[src/rtl/mdio_pkg.sv]
package mdio_pkg;
  localparam int ADDR_W     = 5;
  localparam int DATA_W     = 16;
  localparam int PRE_W      = 32;
  localparam int FRAME_BITS = PRE_W + 2 + 2 + 2 * ADDR_W + 2 + DATA_W;
  localparam int REL_BIT    = PRE_W + 2 + 2 + 2 * ADDR_W;
  localparam int DATA_START = FRAME_BITS - DATA_W;

  typedef struct packed {
    logic load;
    logic shift;
    logic sample;
    logic done;
  } mdio_strb_t;
endpackage

[src/rtl/mdio_ctrl.sv]
module mdio_ctrl
  import mdio_pkg::*;
#(
  parameter int BASE_HALF = 8,
  parameter int DIV_W     = 2
) (
  input  logic             clk,
  input  logic             rstN,
  input  logic             startReq,
  input  logic             cmdWr,
  input  logic [DIV_W-1:0] cmdDiv,
  output mdio_strb_t       strb,
  output logic             busy,
  output logic             mdc,
  output logic             mdioOe
);
  localparam int MAX_HALF = BASE_HALF << ((1 << DIV_W) - 1);
  localparam int CW       = $clog2(MAX_HALF) + 1;
  localparam int BW       = $clog2(FRAME_BITS);
  localparam logic [BW-1:0] LAST_BIT = BW'(FRAME_BITS - 1);

  logic [CW-1:0] halfCnt;
  logic [CW-1:0] halfLim;
  logic [BW-1:0] bitIdx;
  logic          edgeNow;

  assign halfLim = CW'(BASE_HALF) << cmdDiv;
  assign edgeNow = busy && (halfCnt == halfLim - CW'(1));

  always_comb begin
    strb.load   = !busy && startReq;
    strb.shift  = edgeNow && mdc && (bitIdx != LAST_BIT);
    strb.sample = edgeNow && !mdc && !cmdWr && (bitIdx >= BW'(DATA_START));
    strb.done   = edgeNow && mdc && (bitIdx == LAST_BIT);
  end

  assign mdioOe = busy && (cmdWr || (bitIdx < BW'(REL_BIT)));

  always_ff @(posedge clk) begin
    if (!rstN) begin
      busy    <= 1'b0;
      mdc     <= 1'b0;
      halfCnt <= '0;
      bitIdx  <= '0;
    end else if (!busy) begin
      mdc <= 1'b0;
      if (startReq) begin
        busy    <= 1'b1;
        halfCnt <= '0;
        bitIdx  <= '0;
      end
    end else if (edgeNow) begin
      halfCnt <= '0;
      mdc     <= ~mdc;
      if (mdc) begin
        if (bitIdx == LAST_BIT) busy <= 1'b0;
        else bitIdx <= bitIdx + BW'(1);
      end
    end else begin
      halfCnt <= halfCnt + CW'(1);
    end
  end
endmodule

[src/rtl/mdio_dp.sv]
module mdio_dp
  import mdio_pkg::*;
#(
  parameter int DIV_W = 2
) (
  input  logic             clk,
  input  logic             rstN,
  input  logic             regWrEn,
  input  logic             regSel,
  input  logic [31:0]      regWrData,
  input  mdio_strb_t       strb,
  input  logic             busy,
  input  logic             mdioIn,
  output logic             startReq,
  output logic             cmdWr,
  output logic [DIV_W-1:0] cmdDiv,
  output logic [31:0]      cmdRdData,
  output logic [DATA_W-1:0] dataRdData,
  output logic             mdioOut
);
  logic [ADDR_W-1:0]     cmdReg;
  logic [ADDR_W-1:0]     cmdPhy;
  logic [DATA_W-1:0]     dataReg;
  logic [DATA_W-1:0]     rxShift;
  logic [FRAME_BITS-1:0] txShift;
  logic                  cmdWrite;
  logic                  dataWrite;

  assign cmdWrite  = regWrEn && !regSel && !busy;
  assign dataWrite = regWrEn && regSel && !busy;
  assign startReq  = regWrEn && !regSel && regWrData[0];

  always_ff @(posedge clk) begin
    if (!rstN) begin
      cmdWr   <= 1'b0;
      cmdDiv  <= '0;
      cmdReg  <= '0;
      cmdPhy  <= '0;
    end else if (cmdWrite) begin
      cmdWr   <= regWrData[1];
      cmdReg  <= regWrData[8:4];
      cmdPhy  <= regWrData[16:12];
      cmdDiv  <= regWrData[20 +: DIV_W];
    end
  end

  always_ff @(posedge clk) begin
    if (!rstN) begin
      dataReg <= '0;
    end else if (dataWrite) begin
      dataReg <= regWrData[DATA_W-1:0];
    end else if (strb.done && !cmdWr) begin
      dataReg <= rxShift;
    end
  end

  always_ff @(posedge clk) begin
    if (!rstN) begin
      txShift <= '0;
      rxShift <= '0;
    end else begin
      if (strb.load)
        txShift <= {{PRE_W{1'b1}}, 2'b01,
                    regWrData[1] ? 2'b01 : 2'b10,
                    regWrData[16:12], regWrData[8:4], 2'b10, dataReg};
      else if (strb.shift)
        txShift <= txShift << 1;
      if (strb.sample)
        rxShift <= {rxShift[DATA_W-2:0], mdioIn};
    end
  end

  assign mdioOut    = txShift[FRAME_BITS-1];
  assign dataRdData = dataReg;
  assign cmdRdData  = {10'b0, 2'(cmdDiv), 3'b0, cmdPhy, 3'b0, cmdReg, 2'b0, cmdWr, busy};
endmodule

[src/rtl/mdio_cmd_engine.sv]
module mdio_cmd_engine
  import mdio_pkg::*;
#(
  parameter int BASE_HALF = 8,
  parameter int DIV_W     = 2
) (
  input  logic        clk,
  input  logic        rstN,
  input  logic        regWrEn,
  input  logic        regSel,
  input  logic [31:0] regWrData,
  output logic [31:0] cmdRdData,
  output logic [15:0] dataRdData,
  output logic        mdc,
  output logic        mdioOut,
  output logic        mdioOe,
  input  logic        mdioIn
);
  mdio_strb_t       strb;
  logic             busy;
  logic             startReq;
  logic             cmdWr;
  logic [DIV_W-1:0] cmdDiv;

  mdio_ctrl #(.BASE_HALF(BASE_HALF), .DIV_W(DIV_W)) u_ctrl (
    .clk(clk), .rstN(rstN), .startReq(startReq), .cmdWr(cmdWr),
    .cmdDiv(cmdDiv), .strb(strb), .busy(busy), .mdc(mdc), .mdioOe(mdioOe)
  );

  mdio_dp #(.DIV_W(DIV_W)) u_dp (
    .clk(clk), .rstN(rstN), .regWrEn(regWrEn), .regSel(regSel),
    .regWrData(regWrData), .strb(strb), .busy(busy), .mdioIn(mdioIn),
    .startReq(startReq), .cmdWr(cmdWr), .cmdDiv(cmdDiv),
    .cmdRdData(cmdRdData), .dataRdData(dataRdData), .mdioOut(mdioOut)
  );
endmodule

[config.mk]
export PLATFORM = sky130hd
export DESIGN_NAME = mdio_cmd_engine
export DESIGN_NICKNAME = d
export VERILOG_FILES = /design/src/rtl/mdio_pkg.sv /design/src/rtl/mdio_ctrl.sv /design/src/rtl/mdio_dp.sv /design/src/rtl/mdio_cmd_engine.sv
export SDC_FILE = /design/constraint.sdc
export NUM_CORES = 1
export LEC_CHECK = 0
export BUFFER_PORTS_ARGS = -buffer_cell sky130_fd_sc_hd__clkbuf_2
export CELL_PAD_IN_SITES_DETAIL_PLACEMENT = 1
export CELL_PAD_IN_SITES_GLOBAL_PLACEMENT = 2
export CORE_ASPECT_RATIO = 1.4
export CORE_MARGIN = 4
export CORE_UTILIZATION = 38
export DETAILED_ROUTE_END_ITERATION = 16
export HOLD_SLACK_MARGIN = 0.12
export PLACE_DENSITY = 0.81
export SLEW_MARGIN = 20
export SYNTH_ARGS = -nofsm -noshare
export SYNTH_HDL_FRONTEND = slang
export SYNTH_HIERARCHICAL = 1
export SYNTH_SLANG_ARGS = --single-unit
[constraint.sdc]
create_clock -name clk -period 4.75 [get_ports clk]
set_clock_uncertainty 0.1 [all_clocks]
set_input_delay 0.2375 -clock clk [delete_from_list [all_inputs] [get_ports clk]]
set_output_delay 0.2375 -clock clk [all_outputs]
set_load 0.01 [all_outputs]
# After elaboration in Yosys (flattened, before gate mapping)
# Index checks and enable logic that the tools add are counted.
# W data, S select, Z words.
# totals
out_inout_bits,51
regBits,124
wordCells,70
# op_classes
bitwise,2
reduce_logical,26
n_lt_le_gt_ge,2
muxes,18
n_eq_ne,6
shifts,1
add_sub_neg,3
# op_table
cell,count
$mux W64,2
$mux W16,2
$mux W6,5
$mux W7,3
$logic_and A1 B1 Y1,15
$add A7 B1 Y7 const B,1
$eq A7 B7 Y1,1
$shl A4 B2 Y7 const A,1
$sub A7 B1 Y7 const B,1
$add A6 B1 Y6 const B,1
$eq A6 B6 Y1 const B,1
$ge A6 B6 Y1 const B,1
$lt A6 B6 Y1 const B,1
$ne A2 B2 Y1 const B,3
$ne A6 B6 Y1 const B,1
$reduce_bool A2 Y1,3
$mux W1,5
$logic_not A1 Y1,4
$reduce_and A4 Y1,1
$mux W2,1
$not A1 Y1,2
$reduce_and A2 Y1,1
$reduce_or A2 Y1,1
$logic_or A1 B1 Y1,1

# Logic depth before layout (Yosys ltp)
# depth
depth_word,9
mapped_depth,11

# Modules after synthesis
# Netlist, hierarchy kept.
# by_module_without_submodules
module,instances,area_per_inst_um2,cells_per_inst
mdio_dp,1,4857.2,495
mdio_ctrl,1,838.3,106

# Worst setup path before layout
# Ideal clock, no wire load.
# synth_path
kind,register -> register
startpoint,register u_ctrl.halfCnt[4]
endpoint,register u_dp.rxShift[10]
n_path_buf,2
setup_time_ps,116
synth_period_minus_slack_ps,2223
slack_ps,2527
arrival_time_ps,2007
stages_incl_launch_ff,9
path_cell_list,dfxtp_1 or3_1 a21oi_2 o21ai_0 nor4_1 buf_2 buf_4 mux2i_1 nor2b_1
# synth_rtl
item,line_no,text
from (decl),mdio_ctrl.sv:22,logic [CW-1:0] halfCnt;
from (signal assigned),mdio_ctrl.sv:60,halfCnt <= halfCnt + CW'(1);
to (signal assigned),mdio_dp.sv:69,"rxShift <= {rxShift[DATA_W-2:0], mdioIn};"
to (decl),mdio_dp.sv:24,logic [DATA_W-1:0] rxShift;

==> out/qor.txt <==
Slew Limit Fails: 0
EDFF count, synth: 0
largest net degree at the start of global routing: 112
ANT nets after route: 0
DR iter-0 viols: 220
CP max stage delay: 710 ps
CTS Buffer Depth: 2
routed len/inst: 16.4 um
fin nets: 704
ys flop type: dfxtp_1
post-DP HPWL: 9210 um
RSZ-0062 raised after global routing: false
Worst-Skew Late Latency: 420 ps
TNS Setup: 0 ps
crit path buf inv count: 2
Tmin final: 3030 ps
leading cell type in the layout, fill and taps excluded: dfxtp_1
r2r setup slk: 1720 ps
worst-path cell chain: nand2_1 -> a31oi_1 -> o211ai_2 -> clkinv_2 -> buf_4 -> mux2i_1 -> o21ai_1 -> and2_1
Pwr per Cell Area: 392 nW/um^2
Worst setup SP type: register
CTS H-tree depth: 4
final wirelength: 14200 um
ratio of final minimum period to clock period: 63.8%
Yosys cell types: 48
Core Util, Final: 47.2%
most frequent cells in the layout: dfxtp_1, nand2_1, clkbuf_2
gr usage total: 16.9%
R2R depth: 8
Final setup viols: 0
I/O Pins: 88
clock root buffer: clkbuf_16
die area: 17000 sq um
MaxCap Viol Count: 0
vias: 4415
fmax: 330 MHz
Worst Path Required: 4950 ps
Critical Path AT: 3230 ps
first-pass GRT wire length: 23500 um
peak supply drop: 167 uV
Core Box Area: 14600 sq um
clock-pin slew on the worst setup and hold paths: 50 ps
post-synthesis register bit count: 124
met3 Use GR: 3.20%
Synth async-reset ratio: 0%
Vias/cell: 5.10
outcome: finished, final reports clean
clk sinks: 124
Cells after DPL: 806
CP Max Fanout: 24
grt peak-use layer: met2
layout cells sized above 1: 20.3%
critical path class: reg2reg
Port Buffers: 56
Routability Congestion: 0.744
reg2reg start: u_ctrl/busy$_SDFF_PN0_
Core Rows: 52
yosys warns: 6
Final Hold Fails: 0
TritonRoute pass-1 iters: 4
path type of the worst min-delay path: in2reg
synthesized instance count: 601
vias in the first global route: 4669
mapped cell area: 5700 sq um
DIE WIDTH: 111 um
initial antenna violation count: 0
starting density of the core: 39.1%
area grow syn2layout: 20.7%
Hold Crit Endpoint: u_dp/cmdReg[1]$_SDFFE_PN0P_
leakage: 0.00266 uW
Crit path max-delay family: buffers and inverters
fin cells: 865
DR DRC count: 0
Slew @ Worst Pin: 992 ps
crit path from: u_ctrl/busy$_SDFF_PN0_
DP Area: 5930 sq um
CTS buffer count: 17
hold depth: 4
CTS tree: yes
RR Endpoint: u_dp/txShift[18]$_SDFFE_PN0P_
Avg Synthesized Cell Area: 9.48 sq um
ant diodes: 0
sequential share of the synthesized area: 43.6%
Post-CTS Setup Bufs: 0
Final Cell Area: 6880 sq um
met2 global-route usage: 31.2%
slowest CP cell: dfxtp_1
Slew headroom: 33.9%
CP Capture Type: register
gr ovfl total: 0
Die H: 153 um
grt met1 use: 18.7%
Hold Crit Start: regSel
==> power breakdown <==
| part | total [uW] | switching [uW] | leakage (uW) | internal [uW] |
|---|---|---|---|---|
| Combinational | 184 | 96.1 | 0.00132 | 87.5 |
| Clock | 1410 | 440 | 0.000324 | 968 |
| Sequential | 1110 | 27.8 | 0.00101 | 1080 |
| Total | 2700 | 564 | 0.00266 | 2130 |
==> layout make-up <==
cell class,instances,area (sq um)
fill,1671,7700
tap,189,236
timing repair buffer,93,631
clock buffer,24,522
sequential,124,2480
clock inverter,6,130
multi-input combinational,426,2860
inverter,3,12.5
==> per-layer routing <==
layer	share of wire [%]	vias up
met3	2.3	28
li1	-	2158
met2	54	65
met1	41	2164
met5	0	-
met4	2.2	0
==> cell usage after synthesis (2+ instances only) <==
library cell	instances	area (sq um)
clkbuf_1	19	71.3
mux2_1	2	22.5
a21oi_1	5	25.0
nor3b_1	3	22.5
a31oi_1	20	125
mux2_4	30	450
or2_2	2	12.5
a21boi_1	13	97.6
mux2_2	3	33.8
nand2_1	96	360
mux2i_1	44	440
and2_1	28	175
xor2_1	2	17.5
dfxtp_1	124	2480
o31ai_1	2	15.0
nand3b_1	2	15.0
o21ai_1	31	155
ha_1	2	25.0
o21ai_0	19	95.1
nand2b_1	4	25.0
or4_1	2	15.0
nor2_1	7	26.3
nor2b_1	21	131
nand3_1	12	60.1
inv_1	3	11.3
nand4_1	2	12.5
buf_6	8	90.1
o21a_1	36	270
buf_2	15	75.1
or3_1	4	25.0
buf_4	23	173
==> cell families (layout without fill, tap and decap cells) <==
| logic type | Yosys count | count (layout) | share of synthesized area (%) |
|---|---|---|---|
| AND/OR/NAND/NOR | 191 | 191 | 16.6 |
| AO/OA/AOI/OAI | 133 | 133 | 14.9 |
| flip-flops | 124 | 124 | 43.6 |
| multiplexers | 79 | 79 | 16.6 |
| buffers and inverters | 68 | 126 | 7.38 |
| XOR/XNOR | 3 | 3 | 0.461 |
| adder cells (fa/ha/maj) | 2 | 2 | 0.439 |
| other | 1 | 18 | 0.0658 |
==> metrics by stage <==
step / setup slack [ps] / hold slack, ps / total power, uW
global placement: 1770 / 344 / 1290
detailed placement: 1670 / 350 / 1290
floorplan: 2530 / 272 / 1240
global route: 1440 / 185 / 2800
finish: 1720 / 178 / 2700
CTS: 1670 / 149 / 2740
==> what timing repair did <==
item,CTS,global route
hold buffers,29,0
hold endpoints to repair,40,0
gates resized for setup,0,0
==> worst max-delay path by stage <==
| stage | endpoint | slack (ps) | cells after the start |
|---|---|---|---|
| finish | u_dp/txShift[18]$_SDFFE_PN0P_ | 1720 | 8 |
| global route | u_dp/txShift[18]$_SDFFE_PN0P_ | 1440 | 8 |
| detailed placement | u_dp/txShift[30]$_SDFFE_PN0P_ | 1670 | 7 |
| global placement | u_dp/txShift[30]$_SDFFE_PN0P_ | 1770 | 7 |
| floorplan | u_dp/rxShift[10]$_SDFFE_PN0P_ | 2530 | 8 |
| CTS | u_dp/txShift[17]$_SDFFE_PN0P_ | 1670 | 7 |
==> worst min-delay path: stages <==
cell and delay (ps):
clkbuf_2 120, nor3b_2 130, nand2_1 100, a21boi_1 50
==> state kept, by name, indices dropped and copies added (netlist names) <==
name / cells
u_dp/cmdWr: 1
u_dp/cmdPhy: 5
u_dp/rxShift: 16
u_dp/cmdReg: 5
u_dp/dataRdData: 16
u_ctrl/bitIdx: 6
u_ctrl/mdc: 1
u_dp/cmdDiv: 2
u_ctrl/halfCnt: 7
u_dp/txShift: 64
u_ctrl/busy: 1
(Power assumes the default switching activity.)
